[src/rtl/cnt_pkg.sv]
// Package: shared widths and the per-slice action type for the counter.
package cnt_pkg;
    localparam int SLICE_W = 4;

    typedef logic [SLICE_W-1:0] nib_t;

    typedef enum logic [1:0] {
        OP_HOLD  = 2'd0,
        OP_COUNT = 2'd1,
        OP_LOAD  = 2'd2,
        OP_CLEAR = 2'd3
    } op_e;
endpackage

[src/rtl/cnt_op_decode.sv]
// cnt_op_decode: picks the slice action from the control pins.
// Priority: clear, then load, then count (needs both enables), then hold.
// Assumes the control inputs meet setup to the clock of the slice that uses op.
module cnt_op_decode
    import cnt_pkg::*;
(
    input  logic clear_n,
    input  logic load_n,
    input  logic cep,
    input  logic cet,
    output op_e  op
);
    // Purpose: fixed-priority selection of the next action.
    always_comb begin
        if (!clear_n)         op = OP_CLEAR;
        else if (!load_n)     op = OP_LOAD;
        else if (cep && cet)  op = OP_COUNT;
        else                  op = OP_HOLD;
    end
endmodule

[src/rtl/cnt_slice.sv]
// cnt_slice: one 4-bit counter stage with synchronous clear and load.
// tc is high when cet is high and the stage holds its all-ones value.
// Assumes a single clock; no asynchronous reset (clear_n is synchronous).
module cnt_slice
    import cnt_pkg::*;
(
    input  logic clk,
    input  logic clear_n,
    input  logic load_n,
    input  logic cep,
    input  logic cet,
    input  nib_t d,
    output nib_t q,
    output logic tc
);
    op_e  op;
    nib_t q_nxt;

    cnt_op_decode u_dec (
        .clear_n (clear_n),
        .load_n  (load_n),
        .cep     (cep),
        .cet     (cet),
        .op      (op)
    );

    // Purpose: next-state value for the chosen action.
    always_comb begin
        unique case (op)
            OP_CLEAR: q_nxt = '0;
            OP_LOAD:  q_nxt = d;
            OP_COUNT: q_nxt = q + nib_t'(1);
            default:  q_nxt = q;
        endcase
    end

    // Purpose: state register, updated only on the rising edge.
    always_ff @(posedge clk) begin
        q <= q_nxt;
    end

    // Purpose: terminal count, gated by the carry enable only.
    assign tc = cet & (&q);
endmodule

[src/rtl/cnt_chain.sv]
// cnt_chain: NSLICE counter slices joined into one wide counter.
// Clear, load and cep are common; each slice's tc feeds the next cet.
// Assumes NSLICE >= 1; the top slice's tc is the carry-out.
module cnt_chain
    import cnt_pkg::*;
#(
    parameter int NSLICE = 2,
    localparam int W = NSLICE * SLICE_W
) (
    input  logic         clk,
    input  logic         clear_n,
    input  logic         load_n,
    input  logic         cep,
    input  logic         cet,
    input  logic [W-1:0] din,
    output logic [W-1:0] count,
    output logic         tc
);
    logic [NSLICE:0] carry;

    assign carry[0] = cet;

    for (genvar i = 0; i < NSLICE; i++) begin : g_slice
        cnt_slice u_slice (
            .clk     (clk),
            .clear_n (clear_n),
            .load_n  (load_n),
            .cep     (cep),
            .cet     (carry[i]),
            .d       (din[i*SLICE_W +: SLICE_W]),
            .q       (count[i*SLICE_W +: SLICE_W]),
            .tc      (carry[i+1])
        );
    end

    assign tc = carry[NSLICE];
endmodule

[config.mk]
export PLATFORM = sky130hd
export DESIGN_NAME = cnt_chain
export DESIGN_NICKNAME = d
export VERILOG_FILES = /design/src/rtl/cnt_pkg.sv /design/src/rtl/cnt_op_decode.sv /design/src/rtl/cnt_slice.sv /design/src/rtl/cnt_chain.sv
export SDC_FILE = /design/constraint.sdc
export NUM_CORES = 1
export LEC_CHECK = 0
export BUFFER_PORTS_ARGS = -buffer_cell sky130_fd_sc_hd__buf_4
export CORE_AREA = 4 4 41 43
export CTS_CLUSTER_SIZE = 20
export DETAILED_ROUTE_END_ITERATION = 7
export DIE_AREA = 0 0 45 47
export PLACE_DENSITY = 0.59
export SLEW_MARGIN = 15
export SYNTH_ARGS = -nofsm -noshare
export SYNTH_HDL_FRONTEND = slang
export SYNTH_SLANG_ARGS = --single-unit
[constraint.sdc]
create_clock -name clk -period 3.2 [get_ports clk]
set_input_delay 0.64 -clock clk [delete_from_list [all_inputs] [get_ports clk]]
set_output_delay 0.64 -clock clk [all_outputs]
set_load 0.02 [all_outputs]
==> results.cfg <==
[cells_and_area]
layout-area-overhead-vs-synth_pct = 40.98
final_cell_mix = 21 x buf_4, 8 x edfxtp_1, 6 x nand2_1, 4 x nand3_1, 4 x o21ai_0
num_antenna_cells = 0
finish.utilization_pct = 49.62
finalNetCount = 80
top_regs = g_slice.u_slice.q x8
final_cells = 78
drive_gt1_share_pct = 46.03
largest-register = g_slice.u_slice.q
layout_commonest_cell = buf_4
largest_reg_flops = 8

[critical_path]
critPathMaxFanout = 4
cp.required_ns = 2.56
cp-start-kind = flop
setup.worst_path.class = flop to output port
crit_path_end_kind = output port
cp.arrival_ns = 1.34

[clocking]
cts_buffer_depth = 2
root_buffer = clkbuf_4
clkLatencyLatePin_ns = 0.25
cts_tree = built
cts-resized-gates = 0
clkTransAtPathRegs_ns = 0.05
cts-buffers-inserted = 3
htreeDepth = 1
ctsHoldBuffers = 0
cts_sinks = 8
postCtsSetupBuffers = 0

[run]
max_cap_violations = 0

[place]
gp_congestion = 0.6861
place_hpwl_um = 852.6
place_ws_ns = 1.488
place_inst = 75
portBuffers = 21

[route]
num_vias = 381
route.detailed.drc = 0
wl_per_cell_um = 13.69
drt_wl_total_um = 1068
first_iter_violations = 0
drt_pass1_iterations = 1
drt-vias-per-instance = 4.885
postRouteAntennaNets = 0

[worst_hold_path]
hold_path_class = primary input to flop

[timing]
finClkSkew_ns = 0.006569
fin_crit_ns = 1.985
tns_ns = 0
setup_viol = 0
finalWorstSetupSlack_ns = 1.215
worst_pin_slew_ns = 0.5637
timing.final.crit_share_pct = 62.02
hold_viol = 0
max_freq_mhz = 503.9
drv_slew = 0
slew_headroom_pct = 62.34
rsz0062_at_grt = false

[floorplanning]
start_util_pct = 35.19
fp-row-count = 13
fp.coreArea_mm2 = 0.001301
die_w_um = 45
die_h_um = 47
pin_count = 22
dieArea_mm2 = 0.002115

[global_route]
grt_overflow = 0
antenna_found_initial = 0
grt_pass1_wl_um = 1731
grt_pass1_vias = 410
grt_usage_pct = 11.79
grt_max_degree = 9

[synthesis]
synth_fp_nets = 55
yosys_warnings = 0
synth_area_um2 = 457.9
avgSynthCellArea_um2 = 11.45
syn_inst = 40
ys_ff_latch = 8
ys_types = 17
ys_seq_area_share_pct = 52.46

[pwr]
finalPower_uw = 261.3
p_per_area_mw_per_mm2 = 404.7
ir_worst_vdd_uv = 231.9
power.leakage_nw = 0.2821

[outcome]
status = complete, no violations
[worst max-delay path: stages, from the launching register on]
cell and delay [ns]:
edfxtp_1 0.44, ha_1 0.26, nand3_1 0.17, nor2_1 0.08, buf_4 0.16
[cell usage after synthesis (all sizes together)]
cell type  number  area [um^2]
buf             1        11.26
edfxtp          8        240.2
xor2            2        17.52
a22o            3        30.03
ha              2        25.02
nor2b           1        6.260
o31ai           1        7.510
xnor2           2        17.52
nand4           2        18.77
nand3           4        20.02
inv             1        3.750
nor2            2        10.01
o211ai          1        7.510
o21ai           4        20.02
nand2           6        22.52
[kinds of logic (layout without fill, tap and decap cells)]
logic type	Yosys count	in the layout	synth area share (%)
AOI/OAI and AO/OA	9	9	14.21
adders and majority gates	2	2	5.464
xor gates and xnor gates	4	4	7.652
buffers and inverters	2	25	3.278
DFF	8	8	52.46
and+or+nand+nor	15	15	16.94
[stage by stage]
step / instance area [um^2] / hold slack, ns
after global placement: 623.1 / 0.6468
after detailed placement: 623.1 / 0.6639
final: 645.6 / 0.6696
after CTS: 645.6 / 0.6590
after global routing: 645.6 / 0.6478
after floorplan: 457.9 / 0.7561
[layout make-up]
cell class	count	area [um^2]
well taps	15	18.77
multi-input cells	30	202.7
clock buffers	3	22.52
fillers	127	655.6
flip-flops and latches	8	240.2
repair buffers	21	157.7
inverters	1	3.754
[power breakdown]
group	switching (mW)	internal [mW]	total (mW)	leakage, nW
Sequential	0.00827	0.125	0.133	0.0889
Combinational	0.0253	0.0265	0.0519	0.179
Clock	0.0335	0.0429	0.0764	0.0138
Total	0.0671	0.194	0.261	0.282
[worst paths after layout]
kind         cells after the start                       to  slack (ns)                    start
max                              4                       tc        1.22  g_slice[0].u_slice.q[0]
min                              3  g_slice[0].u_slice.q[3]        0.67                   din[3]
max reg2reg                      3  g_slice[1].u_slice.q[1]        1.62  g_slice[0].u_slice.q[0]
min reg2reg                      1  g_slice[1].u_slice.q[0]        0.68  g_slice[1].u_slice.q[0]
[layer usage]
metal | GRT usage (%) | up-vias | wire [um]
met5 | 0 | - | 0
met4 | 3.509 | 0 | 0
met3 | 6.513 | 0 | 93
met2 | 20.90 | 14 | 528
met1 | 11.89 | 170 | 446
li1 | - | 197 | -
Note: power is estimated with default switching activity, not from simulation.
